$ cat src/rtl/tstate_pkg.sv
package tstate_pkg;

   // Field layout of one state word; positions are fixed by the sequence format.
   localparam int REP_W  = 5;
   localparam int LINE_W = 6;

   typedef struct packed {
      logic [REP_W-1:0]  rep;    // 15:11 repeat count, duration = rep + 1
      logic              slow;   // 10    pace by slow strobe
      logic              stop;   // 9     final state, one fast cycle
      logic              dac;    // 8     DAC enable request
      logic              tsel;   // 7     test-cycle select
      logic              latch;  // 6     output-latch enable
      logic [LINE_W-1:0] line;   // 5:0   channel field (low CH_W bits used)
   } st_word_t;

   localparam int WORD_W = $bits(st_word_t);

endpackage

$ cat src/rtl/tstate_regfile.sv
module tstate_regfile #(
   parameter int DEPTH  = 24,
   parameter int WORD_W = 16,
   parameter int AW     = 5
)(
   input  logic              clk,
   input  logic              rst_n,
   input  logic              wr_en,
   input  logic [AW-1:0]     wr_addr,
   input  logic [WORD_W-1:0] wr_data,
   input  logic              lock,
   input  logic [AW-1:0]     rd_idx,
   output logic [WORD_W-1:0] rd_word
);

   localparam int SLOTS = 1 << AW;

   logic [WORD_W-1:0] slot_w [SLOTS];
   logic              wr_ok;

   assign wr_ok = wr_en && !lock;

   for (genvar i = 0; i < SLOTS; i++) begin : g_slot
      if (i < DEPTH) begin : g_live
         logic [WORD_W-1:0] q;
         always_ff @(posedge clk or negedge rst_n) begin
            if (!rst_n) begin
               q <= '0;
            end else if (wr_ok && (wr_addr == AW'(i))) begin
               q <= wr_data;
            end
         end
         assign slot_w[i] = q;
      end else begin : g_hole
         assign slot_w[i] = '0;
      end
   end

   assign rd_word = slot_w[rd_idx];

endmodule

$ cat src/rtl/tstate_dwell.sv
module tstate_dwell #(
   parameter int REP_W = 5
)(
   input  logic             clk,
   input  logic             rst_n,
   input  logic             run,
   input  logic             slow_sel,
   input  logic             stop,
   input  logic [REP_W-1:0] rep,
   input  logic             slow_tick,
   output logic             expire
);

   logic [REP_W-1:0] cnt_q;
   logic             tick;

   assign tick   = slow_sel ? slow_tick : 1'b1;
   assign expire = run && (stop || (tick && (cnt_q == rep)));

   always_ff @(posedge clk or negedge rst_n) begin
      if (!rst_n) begin
         cnt_q <= '0;
      end else if (!run || expire) begin
         cnt_q <= '0;
      end else if (tick) begin
         cnt_q <= cnt_q + 1'b1;
      end
   end

endmodule

$ cat src/rtl/tstate_outdec.sv
module tstate_outdec
   import tstate_pkg::*;
#(
   parameter int CH_W = 2
)(
   input  logic            active,
   input  logic            dac_force,
   input  st_word_t        word,
   input  logic [CH_W-1:0] tch0,
   input  logic [CH_W-1:0] tch1,
   output logic            dac_en,
   output logic            latch_en,
   output logic            test_sel,
   output logic [CH_W-1:0] test_ch,
   output logic [CH_W-1:0] chan
);

   always_comb begin
      dac_en   = dac_force || (active && word.dac);
      latch_en = active && word.latch;
      test_sel = active && word.tsel;
      test_ch  = '0;
      chan     = '0;
      if (active) begin
         test_ch = word.tsel ? tch1 : tch0;
         chan    = word.line[CH_W-1:0];
      end
   end

   if (CH_W < LINE_W) begin : g_spare
      logic unused_spare;
      assign unused_spare = ^word.line[LINE_W-1:CH_W];
   end

endmodule

$ cat src/rtl/tstate_seq.sv
module tstate_seq
   import tstate_pkg::*;
#(
   parameter int  N_STATES = 24,
   parameter int  CH_W     = 2,
   localparam int AW       = (N_STATES > 1) ? $clog2(N_STATES) : 1
)(
   input  logic              clk,
   input  logic              rst_n,
   input  logic              slow_tick,
   input  logic              start,
   input  logic              dac_force,
   input  logic              wr_en,
   input  logic [AW-1:0]     wr_addr,
   input  logic [WORD_W-1:0] wr_data,
   input  logic [CH_W-1:0]   tch0,
   input  logic [CH_W-1:0]   tch1,
   output logic              busy,
   output logic              done,
   output logic [AW-1:0]     cur_state,
   output logic              dac_en,
   output logic              latch_en,
   output logic              test_sel,
   output logic [CH_W-1:0]   test_ch,
   output logic [CH_W-1:0]   chan
);

   localparam logic [AW-1:0] LAST_IDX = AW'(N_STATES - 1);

   if (N_STATES < 2) begin : g_bad_depth
      $error("tstate_seq: N_STATES must be at least 2");
   end
   if ((CH_W < 1) || (CH_W > LINE_W)) begin : g_bad_chan
      $error("tstate_seq: CH_W must lie in 1..LINE_W");
   end

   logic              busy_q;
   logic              done_q;
   logic [AW-1:0]     idx_q;
   logic [WORD_W-1:0] rd_word;
   st_word_t          cur_word;
   logic              expire;
   logic              launch;
   logic              finish;

   tstate_regfile #(
      .DEPTH  (N_STATES),
      .WORD_W (WORD_W),
      .AW     (AW)
   ) u_regfile (
      .clk     (clk),
      .rst_n   (rst_n),
      .wr_en   (wr_en),
      .wr_addr (wr_addr),
      .wr_data (wr_data),
      .lock    (busy_q),
      .rd_idx  (idx_q),
      .rd_word (rd_word)
   );

   assign cur_word = st_word_t'(rd_word);

   tstate_dwell #(
      .REP_W (REP_W)
   ) u_dwell (
      .clk       (clk),
      .rst_n     (rst_n),
      .run       (busy_q),
      .slow_sel  (cur_word.slow),
      .stop      (cur_word.stop),
      .rep       (cur_word.rep),
      .slow_tick (slow_tick),
      .expire    (expire)
   );

   assign launch = !busy_q && start;
   assign finish = expire && (cur_word.stop || (idx_q == LAST_IDX));

   always_ff @(posedge clk or negedge rst_n) begin
      if (!rst_n) begin
         busy_q <= 1'b0;
         idx_q  <= '0;
         done_q <= 1'b0;
      end else begin
         done_q <= finish;
         if (launch) begin
            busy_q <= 1'b1;
            idx_q  <= '0;
         end else if (finish) begin
            busy_q <= 1'b0;
            idx_q  <= '0;
         end else if (expire) begin
            idx_q  <= idx_q + 1'b1;
         end
      end
   end

   tstate_outdec #(
      .CH_W (CH_W)
   ) u_outdec (
      .active    (busy_q),
      .dac_force (dac_force),
      .word      (cur_word),
      .tch0      (tch0),
      .tch1      (tch1),
      .dac_en    (dac_en),
      .latch_en  (latch_en),
      .test_sel  (test_sel),
      .test_ch   (test_ch),
      .chan      (chan)
   );

   assign busy      = busy_q;
   assign done      = done_q;
   assign cur_state = idx_q;

endmodule

$ cat config.mk
export PLATFORM = sky130hd
export DESIGN_NAME = tstate_seq
export DESIGN_NICKNAME = d
export VERILOG_FILES = /design/src/rtl/tstate_pkg.sv /design/src/rtl/tstate_regfile.sv /design/src/rtl/tstate_dwell.sv /design/src/rtl/tstate_outdec.sv /design/src/rtl/tstate_seq.sv
export SDC_FILE = /design/constraint.sdc
export NUM_CORES = 1
export LEC_CHECK = 0
export BUFFER_PORTS_ARGS = -buffer_cell sky130_fd_sc_hd__clkbuf_2
export CORE_UTILIZATION = 45
export DETAILED_ROUTE_END_ITERATION = 6
export PLACE_DENSITY = 0.57
export RECOVER_POWER = 50
export SLEW_MARGIN = 30
export SYNTH_ARGS = -nofsm -noshare
export SYNTH_HDL_FRONTEND = slang
export SYNTH_SLANG_ARGS = --single-unit
$ cat constraint.sdc
create_clock -name clk -period 7.29 [get_ports clk]
set_input_delay 0.3645 -clock clk [delete_from_list [all_inputs] [get_ports clk]]
set_output_delay 0.3645 -clock clk [all_outputs]
set_load 0.01 [all_outputs]
Word-level counts from Yosys, hierarchy flattened --
Index checks and enable logic that the tools add are counted.
Word-level totals: bits in registers 396, bits in latches 0, RAM bits 0, memory bits (read-only) 0, input bits 31, memories kept 0
Cells by class: add/subtract/negate cells 2, multiply operators 0, div/mod/pow operators 0, magnitude comparators 1, equality and inequality tests 25, shift-type cells 0, muxes and demuxes 14, bitwise logic cells 1, reductions and logical operators 41
Operator list (number):
- $bmux 16 s5 | 1
- $eq 5x5->1 const B | 9
- $eq 5x4->1 const B | 8
- $logic_and 1x1->1 | 32
- $mux 16 | 2
- $mux 5 | 5
- $eq 5x3->1 const B | 4
- $add 5x1->5 const B | 2
- $eq 5x2->1 const B | 2
- $ge 6x6->1 const B | 1
- $mux 2 | 3
- $not 5->6 | 1
- $eq 5x1->1 const B | 1
- $eq 5x5->1 | 1
- $logic_not 5->1 | 1
- $logic_or 1x1->1 | 4
- $reduce_bool 2->1 | 2
- $mux 1 | 3
- $reduce_bool 3->1 | 1
- $logic_not 1->1 | 1

Depth between registers and ports, before layout --
Gate-level depths: netlist of the first run.
depth in word-level cells 11, depth in mapped cells 12, gate-level depth less buffers 8

Hierarchy --
Synthesis of the first run repeated with hierarchy kept, for this count alone.
Unflattened totals: cells, all modules 1311, area total of the unflattened synthesis 18412.7 um^2
Modules (own cells, without submodules):
- tstate_regfile | instances 1, cells an instance 1234, area an instance 17670.7 um^2, sequential area each 9609.2 um^2
- tstate_seq | instances 1, cells an instance 36, area an instance 366.6 um^2, sequential area each 175.2 um^2
- tstate_dwell | instances 1, cells an instance 32, area an instance 309.0 um^2, sequential area each 125.1 um^2
- tstate_outdec | instances 1, cells an instance 9, area an instance 66.3 um^2, sequential area each 0.0 um^2

Least setup slack after synthesis of the first run --
No wires, ideal clock.
path type register to output, start point register idx_q[1] (netlist: cur_state[1]), end point output chan[1], data arrival time 2.967 ns, path slack 3.959 ns, stages on the path, launching flop included 11, buffers on the path 6, path through dfrtp_1 buf_4 buf_4 buf_2 buf_2 buf_1 clkbuf_1 mux4_2 mux4_2 a21oi_1 nor2_1
Between the ends: longest elaborated chain between the ends 5
Ends and longest elaborated chain:
- start: declaration | RTL line tstate_seq.sv:39 | logic [AW-1:0] idx_q;
- start signal: assignment | RTL line tstate_seq.sv:93 | idx_q <= idx_q + 1'b1;
- $not 5->6 (implied by the code) | RTL line tstate_regfile.sv:39 | assign rd_word = slot_w[rd_idx];
- $bmux 16 s5 | RTL line tstate_regfile.sv:39
- $mux 16 (implied by the code) (2 in a row) | RTL line tstate_regfile.sv:39
- $mux 2 | RTL line tstate_outdec.sv:24 | if (active) begin
- end: declaration | RTL line tstate_seq.sv:25 | output logic [CH_W-1:0] chan
Every way passes these cells. The select of a mux whose other input is x is not followed.

==> impl_metrics.tcl, run 1 <==
set metrics [dict create \
    run_status "finished with violations" \
    violations_in_the_final_reports "capacitance limit, slew limit" \
    cts_num_sinks 300 \
    vias_in_the_first_global_route 8542 \
    synth_top_area_share_pct 53.4 \
    placedCellCount 1332 \
    final_nets 1006 \
    initial_utilization_pct 45.8 \
    proportion_of_layout_cells_with_a_drive_suffix_above_1_pct 46.4 \
    fmax_mhz 204 \
    number_of_resized_instances_in_the_post_cts_repair_step 0 \
    ys_seq_area_share_pct 53.4 \
    global_route.usage.total_pct 23.2 \
    synth_largest_area_cell "sky130_fd_sc_hd__dfrtp_1" \
    cp-start-kind "input pin" \
    max-slew-margin-rel_pct -224 \
    hold_path_depth 3 \
    totalNegativeSetupSlack_ns 0 \
    critical_path.reg2reg.endpoint "cur_state[3]" \
    ys_warn_count 0 \
    period_minus_ws_final_ns 4.90 \
    hold_violations 0 \
    yosys.cell_types.count 54 \
    route.antenna.remaining_nets 0 \
    floorplan.die.width_um 179 \
    synthesis.instances 954 \
    timing.reg2reg.worst_path_depth 9 \
    synth.most_common_cell "sky130_fd_sc_hd__dfrtp_1" \
    routedWlPerCell_um 24.9 \
    dp_hpwl_mm 20.6 \
    hold_path_class "input pin to register" \
    timing.final.ws_setup_ns 2.39 \
    hold_path.startpoint "start" \
    tritoncts "yes" \
    leakagePower_uw 0.00753 \
    critical_path.cell_chain "dlygate4sd3_1, clkbuf_1, buf_4" \
    grt_max_degree 149 \
    fraction_of_the_cycle_the_final_worst_path_needs_pct 67.2 \
    synth_flop_cell "sky130_fd_sc_hd__dfrtp_1" \
    critical_path.max_fanout 88 \
    skew_ns 0.0188 \
    timing.hold.worst_endpoint "cur_state[3]" \
    gr-total-overflow 0 \
    critPathSlowestCell "sky130_fd_sc_hd__clkbuf_1" \
    ioPinCount 45 \
    place_ws_ns 2.98 \
    worst_ep_arrival_time_ns 5.43 \
    clock_path_buffers 3 \
    postSynthNetCount 987 \
    kind_of_cell_with_the_highest_combined_delay_on_the_critical_path "buffers and inverters" \
    fraction_of_registers_with_async_set_or_reset_after_synthesis_pct 100 \
    post_layout_nonfiller_instances 1393 \
    worst_path_largest_cell_delay_ns 3.37 \
    detail_route.wirelength_mm 34.7 \
    fin_area_mm2 0.0157 \
    antenna-diode-count 0 \
    drt_pass1_iterations 4 \
    total_via_count_after_detailed_routing 8090 \
    cap_viol_max_count 1 \
    area_delta_synth_final_pct 11.8 \
    regToRegSetupSlack_ns 2.75 \
    global_route_wire_length_before_repair_mm 53.8 \
    synth_enable_flop_cells 0 \
    numPortBuffers 40 \
    setup_viol 0 \
    die_height_um 179 \
    post_cts_setup_buffers 0 \
    number_of_antenna_violations_at_the_first_check_in_global_routing 0 \
    critical_path_buf_inv_count 3 \
    placement_cell_area_mm2 0.0146 \
    finalMaxSlewViolations 88 \
    cts-buffers-inserted 34 \
    worst_setup_path_startpoint "rst_n" \
    die_area_mm2 0.0319 \
    syn_area_per_cell_um2 14.7 \
    syn_area_mm2 0.0140 \
    postSynthRegisterBits 300 \
    drt-vias-per-instance 5.81 \
    worst_skew_pair_later_pin_latency_ns 0.51 \
    worst-setup-path-type "input pin to asynchronous set/reset pin" \
    design.core.area_mm2 0.0307 \
    clkTransAtPathRegs_ns 0.06 \
    layout.core_utilization_pct 51.2 \
    worst_ep_required_time_ns 7.82 \
    rsz0062_at_grt "false" \
    power-per-cell-area_mw_per_mm2 305 \
    reg2reg_from "cur_state[1]" \
    timing_worst_slew_pin_value_ns 4.86 \
    place.gp.congestion 0.800 \
    quantity_of_hold_fixing_buffers_added_after_cts 1 \
    cts_max_level 2 \
    vdd_drop_max_uv 250 \
    cp-end-kind "asynchronous set/reset pin" \
    detailedRoute.firstIterationViolations 423 \
    placementRows 64 \
    netlist_top_cells_area "sky130_fd_sc_hd__dfrtp_1, sky130_fd_sc_hd__mux2_2, sky130_fd_sc_hd__mux4_2, sky130_fd_sc_hd__mux2i_1, sky130_fd_sc_hd__clkbuf_1" \
    cts_root_buffer "sky130_fd_sc_hd__clkbuf_16" \
    yosys-top-cells-count "sky130_fd_sc_hd__dfrtp_1, sky130_fd_sc_hd__mux2_2, sky130_fd_sc_hd__mux4_2" \
    remaining_drc_errors 0 \
]
metal layers:
| layer | wire (um) | track usage (%) | vias up | part of all wire [%] |
|---|---|---|---|---|
| met4 | 985 | 7.77 | 0 | 2.8 |
| met1 | 16100 | 33.0 | 4328 | 46 |
| met2 | 16300 | 37.0 | 133 | 47 |
| li1 | - | - | 3575 | - |
| met5 | 0 | 0 | - | 0 |
| met3 | 1400 | 2.84 | 54 | 4.0 |
flip-flops by register name, summed over array words and instances, names as in the netlist:
register,flops
busy,1
u_regfile.g_slot.g_live.q,288
cur_state,5
done,1
u_dwell.cnt_q,5
worst reg2reg max path: stages, from the launching register on:
cell and delay, ns:
sky130_fd_sc_hd__dfrtp_1 1.19, sky130_fd_sc_hd__buf_4 0.84, sky130_fd_sc_hd__mux4_2 0.69, sky130_fd_sc_hd__nor2_1 0.10, sky130_fd_sc_hd__nor3_1 0.10, sky130_fd_sc_hd__or4_1 0.44
sky130_fd_sc_hd__a22oi_2 0.21, sky130_fd_sc_hd__nand4_4 0.20, sky130_fd_sc_hd__or4_1 0.55, sky130_fd_sc_hd__a21oi_1 0.15
per-stage QoR:
step / power, uW / hold WS, ns
6_report: 4790 / 0.234
5_1_grt: 5020 / 0.229
2_1_floorplan: 2810 / 0.0689
3_5_place_dp: 3100 / 0.422
3_3_place_gp: 3090 / 0.422
4_1_cts: 4850 / 0.231
worst max-delay path by stage:
stage               depth (start not counted)                                to
global placement                            9                      cur_state[3]
finish                                      3  u_regfile.g_slot[17].g_live.q[9]
detailed placement                          9                      cur_state[3]
global route                                2   u_regfile.g_slot[6].g_live.q[8]
floorplan                                  10                           chan[1]
CTS                                         7                        test_ch[0]
placed cells by master (no fill, tap or decap), drive strengths merged, types with 3 or more instances in the layout:
| master | instances |
|---|---|
| inv | 8 |
| o21ai | 3 |
| a21o | 3 |
| nor3 | 11 |
| xnor2 | 4 |
| mux4 | 64 |
| nand2b | 5 |
| nand2 | 31 |
| buf | 15 |
| a31oi | 3 |
| nor2 | 39 |
| nor2b | 8 |
| o22ai | 3 |
| mux2 | 290 |
| a21oi | 12 |
| dfrtp | 300 |
| mux2i | 34 |
| or4 | 3 |
| clkbuf | 100 |
| a22o | 3 |
| nand4 | 5 |
| a22oi | 5 |
| nand3 | 13 |
| o211ai | 3 |
cell families (layout without fill, tap and decap cells):
logic type / Yosys count / count (layout) / share of synthesized area, %
adder cells (fa/ha/maj): 2 / 2 / 0.178
XOR/XNOR: 6 / 6 / 0.374
buffers and inverters: 84 / 127 / 2.89
multiplexers: 388 / 388 / 36.1
flip-flops: 300 / 300 / 53.4
AND/OR/NAND/NOR: 129 / 129 / 4.67
AO/OA/AOI/OAI: 45 / 45 / 2.33
report_power, final:
group / total [uW] / switching, uW / internal [uW]
logic: 999 / 515 / 484
registers: 2050 / 217 / 1830
clock network: 1740 / 670 / 1070
area by class of cell:
class / count / area, um2
Clock buffer: 56 / 1060
Clock inverter: 4 / 73.8
Fill cell: 2603 / 15000
Inverter: 7 / 26.3
Multi-Input combinational cell: 570 / 6170
Sequential cell: 300 / 7510
Tap cell: 396 / 495
Timing Repair Buffer: 60 / 357
Power figures use the tool's default switching activity.
==> run 2, diff against run 1 <==
PLACE_DENSITY = 0.59   (was 0.57)
clock period = 3.95 ns   (was 7.29 ns; I/O delays follow)
==> run 2 against run 1 <==
Against the previous run:
- the run still ends with capacitance limit, slew limit left
- global-route usage decreased by 0.87 points
- critical path depth is 4 higher
- final cell count increased by 1.4%
- critical path type is now register to output pin
==> impl_metrics.tcl, run 2 (synthesis results as in run 1) <==
set metrics [dict create \
    run_status "finished with violations" \
    violations_in_the_final_reports "capacitance limit, slew limit" \
    reg2reg_from "cur_state[2]" \
    design.core.area_mm2 0.0307 \
    cts_max_level 2 \
    drt-vias-per-instance 5.80 \
    worst_ep_arrival_time_ns 3.44 \
    tritoncts "yes" \
    cts-buffers-inserted 34 \
    hold_path.startpoint "start" \
    finalMaxSlewViolations 60 \
    clock_path_buffers 3 \
    place_ws_ns 0.389 \
    fraction_of_the_cycle_the_final_worst_path_needs_pct 92.0 \
    cap_viol_max_count 2 \
    initial_utilization_pct 45.8 \
    detailedRoute.firstIterationViolations 464 \
    grt_max_degree 111 \
    global_route.usage.total_pct 22.3 \
    worst-setup-path-type "register to output pin" \
    top_register "u_regfile.g_slot.g_live.q" \
    power-per-cell-area_mw_per_mm2 568 \
    die_area_mm2 0.0319 \
    proportion_of_layout_cells_with_a_drive_suffix_above_1_pct 47.5 \
    vdd_drop_max_uv 339 \
    timing.reg2reg.worst_path_depth 8 \
    vias_in_the_first_global_route 8575 \
    largest_register_ff_count 288 \
    dp_hpwl_mm 20.7 \
    ioPinCount 45 \
    final_nets 1024 \
    hold_path_class "input pin to register" \
    timing_worst_slew_pin_value_ns 1.67 \
    setup_viol 0 \
    fin_area_mm2 0.0159 \
    skew_ns 0.00831 \
    gr-total-overflow 0 \
    cp-end-kind "output pin" \
    placement_cell_area_mm2 0.0147 \
    clkTransAtPathRegs_ns 0.06 \
    hold_violations 0 \
    mostFrequentLayoutCell "sky130_fd_sc_hd__dfrtp_1" \
    floorplan.die.width_um 179 \
    cts_num_sinks 300 \
    rsz0062_at_grt "false" \
    drt_pass1_iterations 5 \
    number_of_antenna_violations_at_the_first_check_in_global_routing 1 \
    fmax_mhz 275 \
    routedWlPerCell_um 24.1 \
    global_route_wire_length_before_repair_mm 52.4 \
    placedCellCount 1348 \
    worst_setup_path_startpoint "cur_state[0]" \
    total_power_uw 9030 \
    timing.final.ws_setup_ns 0.317 \
    remaining_drc_errors 0 \
    final_cell_mix "sky130_fd_sc_hd__dfrtp_1, sky130_fd_sc_hd__mux2_2, sky130_fd_sc_hd__mux4_2" \
    cp-start-kind "register" \
    leakagePower_uw 0.00764 \
    route.antenna.remaining_nets 0 \
    critical_path.max_fanout 31 \
    total_via_count_after_detailed_routing 8184 \
    totalNegativeSetupSlack_ns 0 \
    max-slew-margin-rel_pct -11.2 \
    hold_path_depth 3 \
    place.gp.congestion 0.772 \
    post_layout_nonfiller_instances 1412 \
    worst_ep_required_time_ns 3.75 \
    area_delta_synth_final_pct 13.1 \
    die_height_um 179 \
    worst_skew_pair_later_pin_latency_ns 0.50 \
    cts_root_buffer "sky130_fd_sc_hd__clkbuf_16" \
    detail_route.wirelength_mm 34.1 \
    numPortBuffers 40 \
    period_minus_ws_final_ns 3.63 \
    placementRows 64 \
]
run 2: changes by cell type in the layout (fill, tap and decap cells not counted), moves of 3 or more:
cell and delta:
sky130_fd_sc_hd__clkbuf_8 -3, sky130_fd_sc_hd__clkinv_2 +3, sky130_fd_sc_hd__buf_4 +15, sky130_fd_sc_hd__nor3_2 +3
run 2: timing repair:
item,4_1_cts,5_1_grt
resized for setup,1,2
endpoints found under the hold margin,106,0
hold buffers,1,0
endpoints found under the setup margin,2,2
setup buffers,0,1
run 2: through the flow:
stage               hold slack, ns  util (%)
finish                      0.0689      51.8
global route                0.0724      51.8
CTS                         0.0458      51.8
detailed placement           0.332      47.9
global placement             0.333      47.9
floorplan                  -0.0981         -
run 2: critical path, cell delays in order (launching register included):
cell and delay [ns]:
sky130_fd_sc_hd__dfrtp_4 0.64, sky130_fd_sc_hd__buf_8 0.37, sky130_fd_sc_hd__mux4_2 0.56, sky130_fd_sc_hd__mux4_2 0.46, sky130_fd_sc_hd__a21oi_1 0.41, sky130_fd_sc_hd__mux2i_1 0.24
sky130_fd_sc_hd__nor2_1 0.06, sky130_fd_sc_hd__clkbuf_2 0.15
run 2: path summary, 6_finish.rpt:
check | end | slack [ns]
setup / recovery | test_ch[0] | 0.32
hold / removal | cur_state[3] | 0.07
setup reg to reg | cur_state[3] | 0.54
hold reg to reg | u_regfile.g_slot[16].g_live.q[9] | 0.50
max in group asynchronous | u_regfile.g_slot[18].g_live.q[11] | 0.95
min in group asynchronous | u_regfile.g_slot[14].g_live.q[0] | 0.66
run 2: where the power goes:
part	internal (uW)	switching, uW	total (uW)
combinational	981	1040	2020
clock	2050	1230	3270
sequential	3390	337	3730
total	6420	2610	9030
run 2: layout make-up:
type	count	area, um2
Antenna cell	1	2.50
Fill cell	2601	14800
Clock buffer	53	1070
Inverter	7	26.3
Sequential cell	300	7520
Clock inverter	7	110
Tap cell	396	495
Timing Repair Buffer	78	515
Multi-Input combinational cell	570	6150
run 2: per-layer routing:
layer	wire [um]	global-route usage, %
met2	16000	35.3
met4	593	5.26
met1	16300	32.6
met5	0	0
met3	1120	3.22
